==> src/rtl/pwr_seq_pkg.sv <==
package pwr_seq_pkg;
  typedef enum logic [2:0] {
    ST_WAIT_CLK  = 3'd0,
    ST_INIT      = 3'd1,
    ST_RUN       = 3'd2,
    ST_RST_HELD  = 3'd3,
    ST_POWERDOWN = 3'd4
  } seq_state_e;
endpackage

==> src/rtl/seq_sync2.sv <==
module seq_sync2 #(
  parameter logic RST_VAL = 1'b0
) (
  input  logic clk,
  input  logic arst_n,
  input  logic d,
  output logic q
);
  logic stage1_q;
  logic stage2_q;

  always_ff @(posedge clk or negedge arst_n) begin
    if (!arst_n) begin
      stage1_q <= RST_VAL;
      stage2_q <= RST_VAL;
    end else begin
      stage1_q <= d;
      stage2_q <= stage1_q;
    end
  end

  assign q = stage2_q;
endmodule

==> src/rtl/seq_hold_timer.sv <==
module seq_hold_timer #(
  parameter int LONG_HOLD = 65536,
  localparam int CW = $clog2(LONG_HOLD + 1)
) (
  input  logic clk,
  input  logic rst_n,
  input  logic pin_low,
  output logic hold_done
);
  localparam logic [CW-1:0] LIMIT = CW'(LONG_HOLD);

  logic [CW-1:0] cnt_q;
  logic [CW-1:0] cnt_d;

  always_comb begin
    cnt_d = cnt_q;
    if (!pin_low) begin
      cnt_d = '0;
    end else if (cnt_q != LIMIT) begin
      cnt_d = cnt_q + 1'b1;
    end
  end

  always_ff @(posedge clk or negedge rst_n) begin
    if (!rst_n) cnt_q <= '0;
    else        cnt_q <= cnt_d;
  end

  assign hold_done = (cnt_q == LIMIT);

  // once at the limit, a continued low keeps the count there
  p_saturate_r7: assert property (@(posedge clk) disable iff (!rst_n)
    (pin_low && hold_done) |=> hold_done);
  // a high pin empties the count
  p_clear_high_r7: assert property (@(posedge clk) disable iff (!rst_n)
    !pin_low |=> (cnt_q == '0));
endmodule

==> src/rtl/seq_init_timer.sv <==
module seq_init_timer #(
  parameter int INIT_CYCLES = 1024,
  localparam int CW = (INIT_CYCLES > 1) ? $clog2(INIT_CYCLES) : 1
) (
  input  logic clk,
  input  logic rst_n,
  input  logic active,
  output logic done
);
  localparam logic [CW-1:0] LAST = CW'(INIT_CYCLES - 1);

  logic [CW-1:0] cnt_q;
  logic [CW-1:0] cnt_d;

  always_comb begin
    cnt_d = '0;
    if (active && cnt_q != LAST) cnt_d = cnt_q + 1'b1;
  end

  always_ff @(posedge clk or negedge rst_n) begin
    if (!rst_n) cnt_q <= '0;
    else        cnt_q <= cnt_d;
  end

  assign done = active && (cnt_q == LAST);

  // the count only advances while initialization is active
  p_idle_zero_r3: assert property (@(posedge clk) disable iff (!rst_n)
    !active |=> (cnt_q == '0));
endmodule

==> src/rtl/pwr_rst_seq.sv <==
module pwr_rst_seq
  import pwr_seq_pkg::*;
#(
  parameter int INIT_CYCLES = 1024,
  parameter int LONG_HOLD   = 65536
) (
  input  logic       clk,
  input  logic       pwr_good,
  input  logic       ext_rst_n,
  input  logic       clk_active,
  output logic       core_rst_n,
  output logic       core_clk_en,
  output logic       data_gate,
  output logic [2:0] state_o
);
  logic       arst_n;
  logic       pin_s;
  logic       init_done;
  logic       hold_done;
  seq_state_e state_q;
  seq_state_e state_d;

  // power-good: asserted asynchronously, released on the clock
  seq_sync2 #(.RST_VAL(1'b0)) u_pg_sync (
    .clk    (clk),
    .arst_n (pwr_good),
    .d      (1'b1),
    .q      (arst_n)
  );

  seq_sync2 #(.RST_VAL(1'b1)) u_pin_sync (
    .clk    (clk),
    .arst_n (arst_n),
    .d      (ext_rst_n),
    .q      (pin_s)
  );

  seq_init_timer #(.INIT_CYCLES(INIT_CYCLES)) u_init_timer (
    .clk    (clk),
    .rst_n  (arst_n),
    .active (state_q == ST_INIT),
    .done   (init_done)
  );

  seq_hold_timer #(.LONG_HOLD(LONG_HOLD)) u_hold_timer (
    .clk       (clk),
    .rst_n     (arst_n),
    .pin_low   (!pin_s),
    .hold_done (hold_done)
  );

  always_comb begin
    state_d = state_q;
    unique case (state_q)
      ST_WAIT_CLK:  if (clk_active) state_d = ST_INIT;
      ST_INIT: begin
        if (!pin_s)         state_d = ST_RST_HELD;
        else if (init_done) state_d = ST_RUN;
      end
      ST_RUN:       if (!pin_s) state_d = ST_RST_HELD;
      ST_RST_HELD: begin
        if (pin_s)          state_d = ST_INIT;
        else if (hold_done) state_d = ST_POWERDOWN;
      end
      ST_POWERDOWN: if (pin_s && clk_active) state_d = ST_INIT;
      default:      state_d = ST_WAIT_CLK;
    endcase
  end

  always_ff @(posedge clk or negedge arst_n) begin
    if (!arst_n) state_q <= ST_WAIT_CLK;
    else         state_q <= state_d;
  end

  always_comb begin
    core_rst_n  = (state_q == ST_INIT) || (state_q == ST_RUN);
    core_clk_en = (state_q == ST_INIT) || (state_q == ST_RUN) ||
                  (state_q == ST_RST_HELD);
    data_gate   = (state_q != ST_RUN);
  end

  assign state_o = state_q;

  // without a running clock the block never leaves the wait state
  p_wait_clk_r1: assert property (@(posedge clk) disable iff (!arst_n)
    (state_q == ST_WAIT_CLK && !clk_active) |=> (state_q == ST_WAIT_CLK));
  // the end of the initialization count with the pin high leads to run
  p_init_to_run_r3: assert property (@(posedge clk) disable iff (!arst_n)
    (state_q == ST_INIT && init_done && pin_s) |=> (state_q == ST_RUN));
  // a released pin in the held state starts initialization
  p_release_init_r5: assert property (@(posedge clk) disable iff (!arst_n)
    (state_q == ST_RST_HELD && pin_s) |=> (state_q == ST_INIT));
  // power-down is not entered before the hold timer expires
  p_no_early_pd_r6: assert property (@(posedge clk) disable iff (!arst_n)
    (state_q == ST_RST_HELD && !hold_done) |=> (state_q != ST_POWERDOWN));
  // power-down persists while the clock is reported absent
  p_pd_needs_clk_r8: assert property (@(posedge clk) disable iff (!arst_n)
    (state_q == ST_POWERDOWN && !clk_active) |=> (state_q == ST_POWERDOWN));
  // the data gate stays closed unless the core is out of reset
  p_gate_vs_reset_r4: assert property (@(posedge clk) disable iff (!arst_n)
    !core_rst_n |-> data_gate);
endmodule

==> config.mk <==
export PLATFORM = sky130hd
export DESIGN_NAME = pwr_rst_seq
export DESIGN_NICKNAME = d
export VERILOG_FILES = /design/src/rtl/pwr_seq_pkg.sv /design/src/rtl/seq_sync2.sv /design/src/rtl/seq_hold_timer.sv /design/src/rtl/seq_init_timer.sv /design/src/rtl/pwr_rst_seq.sv
export SDC_FILE = /design/constraint.sdc
export NUM_CORES = 1
export LEC_CHECK = 0
export ABC_CLOCK_PERIOD_IN_PS = 1400
export BUFFER_PORTS_ARGS = -buffer_cell sky130_fd_sc_hd__buf_2
export CAP_MARGIN = 20
export CORE_ASPECT_RATIO = 1.1
export CORE_MARGIN = 4
export CORE_UTILIZATION = 30
export CTS_CLUSTER_SIZE = 30
export DETAILED_ROUTE_END_ITERATION = 12
export PLACE_DENSITY = 0.51
export SYNTH_ARGS = -nofsm -noshare
export SYNTH_HDL_FRONTEND = slang
export SYNTH_SLANG_ARGS = --single-unit
==> constraint.sdc <==
create_clock -name clk -period 1.4 [get_ports clk]
set_clock_uncertainty 0.05 [all_clocks]
set_input_delay 0.07 -clock clk [delete_from_list [all_inputs] [get_ports clk]]
set_output_delay 0.07 -clock clk [all_outputs]
set_load 0.005 [all_outputs]
==> insert_results.sql <==
INSERT INTO impl_metrics (metric_group, metric, value, unit) VALUES
('worst_setup_path', 'max_stage_delay', '400', 'ps'),
('global_route', 'grt_pass1_wl', '6.665', 'mm'),
('detailed_routing', 'avgRoutedWirePerCell', '12.65', 'um'),
('power_and_ir_drop', 'cellInternalPower', '1.950', 'mW'),
('place', 'dp_slack', '-210.9', 'ps'),
('timing', 'period_share', '116.5', '%'),
('cells_and_area', 'final.fill_count', '499', ''),
('power_and_ir_drop', 'power.share.switching', '30.19', '%'),
('detailed_routing', 'detailroute.via_count', '1414', ''),
('timing', 'timing.final.setup_violations', '11', ''),
('timing', 'final_critical_path_setup_slack', '-231.3', 'ps'),
('cts', 'clk-insertion-delay-late', '290', 'ps'),
('worst_setup_path', 'worst_ep_arrival_time', '1790', 'ps'),
('cells_and_area', 'fin_util', '48.50', '%'),
('power_and_ir_drop', 'ir_worst_vdd', '0.4772', 'mV'),
('place', 'last_weighted_congestion_value_of_the_routability_driven_placer', '0.7867', ''),
('cells_and_area', 'number_of_antenna_repair_diodes', '0', ''),
('global_route', 'all_layer_global_routing_usage', '12.54', '%'),
('worst_setup_path', 'start_kind', 'register', ''),
('power_and_ir_drop', 'power.clock.fraction', '27.7', '%'),
('synth', 'dominantRegCellSynth', 'sky130_fd_sc_hd__dfrtp_1', ''),
('cells_and_area', 'fin_cells', '315', ''),
('place', 'placed_cells', '291', ''),
('outcome', 'result_of_the_run', 'complete, but fails checks', ''),
('cts', 'clock_tree.htree_level_count', '2', ''),
('worst_setup_path', 'reg2reg_depth', '7', ''),
('detailed_routing', 'routed_wl', '3.984', 'mm'),
('synth', 'ys_async_sr_fraction', '100.0', '%'),
('global_route', 'grt_remaining_overflow', '0', ''),
('die', 'die_height', '86.70', 'um'),
('power_and_ir_drop', 'p_switching', '0.8435', 'mW'),
('synth', 'synthTopCellsByArea', 'sky130_fd_sc_hd__dfrtp_1, sky130_fd_sc_hd__nor2_1, sky130_fd_sc_hd__xnor2_1', ''),
('detailed_routing', 'remaining_drc_errors', '0', ''),
('die', 'rows', '28', ''),
('synth', 'mappedNetlistArea', '1689', 'um2'),
('outcome', 'violations', 'negative setup slack', ''),
('power_and_ir_drop', 'total_leakage_power', '1.233', 'nW'),
('timing', 'drv_slew', '0', ''),
('timing', 'hold_viol_final', '0', ''),
('die', 'num_ports', '10', ''),
('synth', 'netlist.top_cell.by_area', 'sky130_fd_sc_hd__dfrtp_1', ''),
('run', 'timing.max_cap.violations', '0', ''),
('synth', 'synth.yosys.warnings', '0', ''),
('die', 'chipWidth', '79.55', 'um'),
('die', 'start_util', '31.11', '%'),
('cts', 'tritoncts', 'done', ''),
('worst_setup_path', 'critical_path.cell_chain', 'inv_1 -> ha_1 -> nor4b_2 -> nand4_1 -> buf_6 -> o31a_1 -> o22ai_1', ''),
('synth', 'number_of_instances_in_the_synthesized_netlist', '168', ''),
('synth', 'synthDominantCellAreaShare', '47.41', '%'),
('global_route', 'grt_antenna_before_repair', '0', ''),
('synth', 'synth_edf_count', '0', ''),
('worst_setup_path', 'worst_setup_path_end_kind', 'register', ''),
('cts', 'clock_sinks', '34', ''),
('place', 'hpwlAfterDp', '2.586', 'mm'),
('power_and_ir_drop', 'power_density', '1061', 'nW/um2'),
('synth', 'synth.distinct_cells', '39', ''),
('timing', 'rsz_0062_raised_after_global_routing', 'yes', ''),
('global_route', 'pin_count_of_the_biggest_net_entering_global_routing', '21', ''),
('die', 'floorplan.die_area', '6897', 'um2'),
('detailed_routing', 'number_of_antenna_violating_nets_in_the_routed_design', '0', ''),
('detailed_routing', 'first_pass_iters', '4', ''),
('timing', 'finalWorstPathRequiredPeriod', '1631', 'ps'),
('timing', 'highest_attainable_clock_frequency', '613.0', 'MHz'),
('power_and_ir_drop', 'seq_power_share', '39.3', '%'),
('place', 'place.port_buffers', '9', ''),
('die', 'core_region_area', '5430', 'um2'),
('synth', 'yosys_register_bits', '34', ''),
('cts', 'library_cell_used_as_clock_root_buffer', 'sky130_fd_sc_hd__clkbuf_8', ''),
('worst_setup_path', 'critical_path.max_fanout', '6', ''),
('cts', 'numCtsBuffers', '5', ''),
('global_route', 'grt_pass1_vias', '1393', '');
==> worst paths after layout <==
kind,start,end,slack (ps)
setup / recovery,u_hold_timer.cnt_q[1],state_o[2],-230
hold / removal,pwr_good,u_pg_sync.q,30
setup reg to reg,u_hold_timer.cnt_q[1],state_o[2],-230
hold reg to reg,u_pg_sync.q,u_hold_timer.cnt_q[3],130
max in group asynchronous,u_pg_sync.q,u_pin_sync.q,850
min in group clk,u_pg_sync.stage1_q,u_pg_sync.q,300
==> critical path: cells and delay by family (launching register included) <==
kind            cells  cell delay, ps
flops               1             400
simple gates        2             370
compound gates      2             350
buf+inv             2             240
fa+ha+maj           1             140
==> timing repair <==
item,in CTS,in global routing
pin swaps,4,14
hold buffers,3,0
setup buffers,8,5
hold endpoints to repair,4,0
gates resized for setup,23,37
setup endpoints to repair,27,21
==> synthesized netlist by cell type (3+ instances only) <==
library cell	count
sky130_fd_sc_hd__nor2_1	30
sky130_fd_sc_hd__ha_1	3
sky130_fd_sc_hd__nand4_1	3
sky130_fd_sc_hd__nor3_1	6
sky130_fd_sc_hd__nand2b_1	3
sky130_fd_sc_hd__nand2_1	10
sky130_fd_sc_hd__xnor2_1	11
sky130_fd_sc_hd__inv_1	5
sky130_fd_sc_hd__clkbuf_1	3
sky130_fd_sc_hd__and4_1	3
sky130_fd_sc_hd__dfrtp_1	32
sky130_fd_sc_hd__xor2_1	7
sky130_fd_sc_hd__nand3_1	10
sky130_fd_sc_hd__nor4_1	3
sky130_fd_sc_hd__a21oi_1	7
==> area by class of cell <==
type / instances / area (um2) / share of cell area [%]
sequential: 34 / 860.8 / 32.68
inverter: 5 / 18.77 / 0.7126
clock buffer: 6 / 82.58 / 3.135
tap: 75 / 93.84 / 3.563
clock inverter: 2 / 12.51 / 0.4751
timing repair buffer: 68 / 543.0 / 20.62
multi-input combinational: 125 / 1022 / 38.81
==> power by group through the flow <==
stage	clock (mW)	combinational, mW	sequential [mW]
6_report	0.774	0.921	1.10
5_1_grt	0.840	1.01	1.11
3_3_place_gp	0	0.627	1.12
3_5_place_dp	0	0.631	1.13
4_1_cts	0.799	0.825	1.10
2_1_floorplan	0	0.289	1.16
==> state kept, by name, indices dropped and copies added (netlist names) <==
signal	count
u_pin_sync.q	1
u_init_timer.cnt_q	10
u_pin_sync.stage1_q	1
state_o	3
u_hold_timer.cnt_q	17
u_pg_sync.stage1_q	1
u_pg_sync.q	1
==> cells in the final DEF, fill, tap and decap left out, types with 3 or more instances in the layout <==
cell type                       netlist  routed
sky130_fd_sc_hd__nand2b_4             0       3
sky130_fd_sc_hd__nor3_4               0       3
sky130_fd_sc_hd__buf_6                1      12
sky130_fd_sc_hd__nand2_1             10       8
sky130_fd_sc_hd__nor2_4               0       3
sky130_fd_sc_hd__clkbuf_8             0       6
sky130_fd_sc_hd__a21oi_2              0       3
sky130_fd_sc_hd__and4_1               3       3
sky130_fd_sc_hd__nand3_1             10       7
sky130_fd_sc_hd__dlygate4sd3_1        0       3
sky130_fd_sc_hd__xnor2_1             11      10
sky130_fd_sc_hd__inv_1                5       5
sky130_fd_sc_hd__buf_4                0      45
sky130_fd_sc_hd__nor2_1              30      27
sky130_fd_sc_hd__dfrtp_2              0       6
sky130_fd_sc_hd__xor2_1               7       7
sky130_fd_sc_hd__dfrtp_1             32      26
sky130_fd_sc_hd__a21oi_1              7       4
sky130_fd_sc_hd__buf_2                0       8
sky130_fd_sc_hd__nand4_1              3       3
==> metal layers <==
layer  global-route usage (%)  routed length, um  up-vias
li1                         -                  -      717
met5                        0                  0        -
met2                    18.91               1925       17
met3                    3.119                111        7
met4                    5.625                 78        0
met1                    16.93               1868      673
==> stage by stage <==
step           power (mW)  cell area, um2  TNS [ps]  hold WS (ps)
2_1_floorplan       1.452            1705    -631.5        -275.6
3_5_place_dp        1.757            2143     -1723        -192.3
6_report            2.794            2634     -1248         32.47
4_1_cts             2.721            2421     -1214         22.78
5_1_grt             2.963            2634     -2354         46.12
3_3_place_gp        1.748            2143     -1550        -192.2
==> kinds of logic (layout without fill, tap and decap cells) <==
| family | count (synthesis) | count (layout) | share of synthesized area [%] |
|---|---|---|---|
| and+or+nand+nor | 85 | 85 | 27.48 |
| other | 1 | 1 | 0.2220 |
| buffers and inverters | 9 | 81 | 2.444 |
| muxes | 4 | 4 | 2.814 |
| DFF | 34 | 34 | 50.52 |
| AOI/OAI and AO/OA | 14 | 14 | 4.963 |
| xor gates and xnor gates | 18 | 18 | 9.333 |
| adders and majority gates | 3 | 3 | 2.222 |
(Power assumes the default switching activity.)
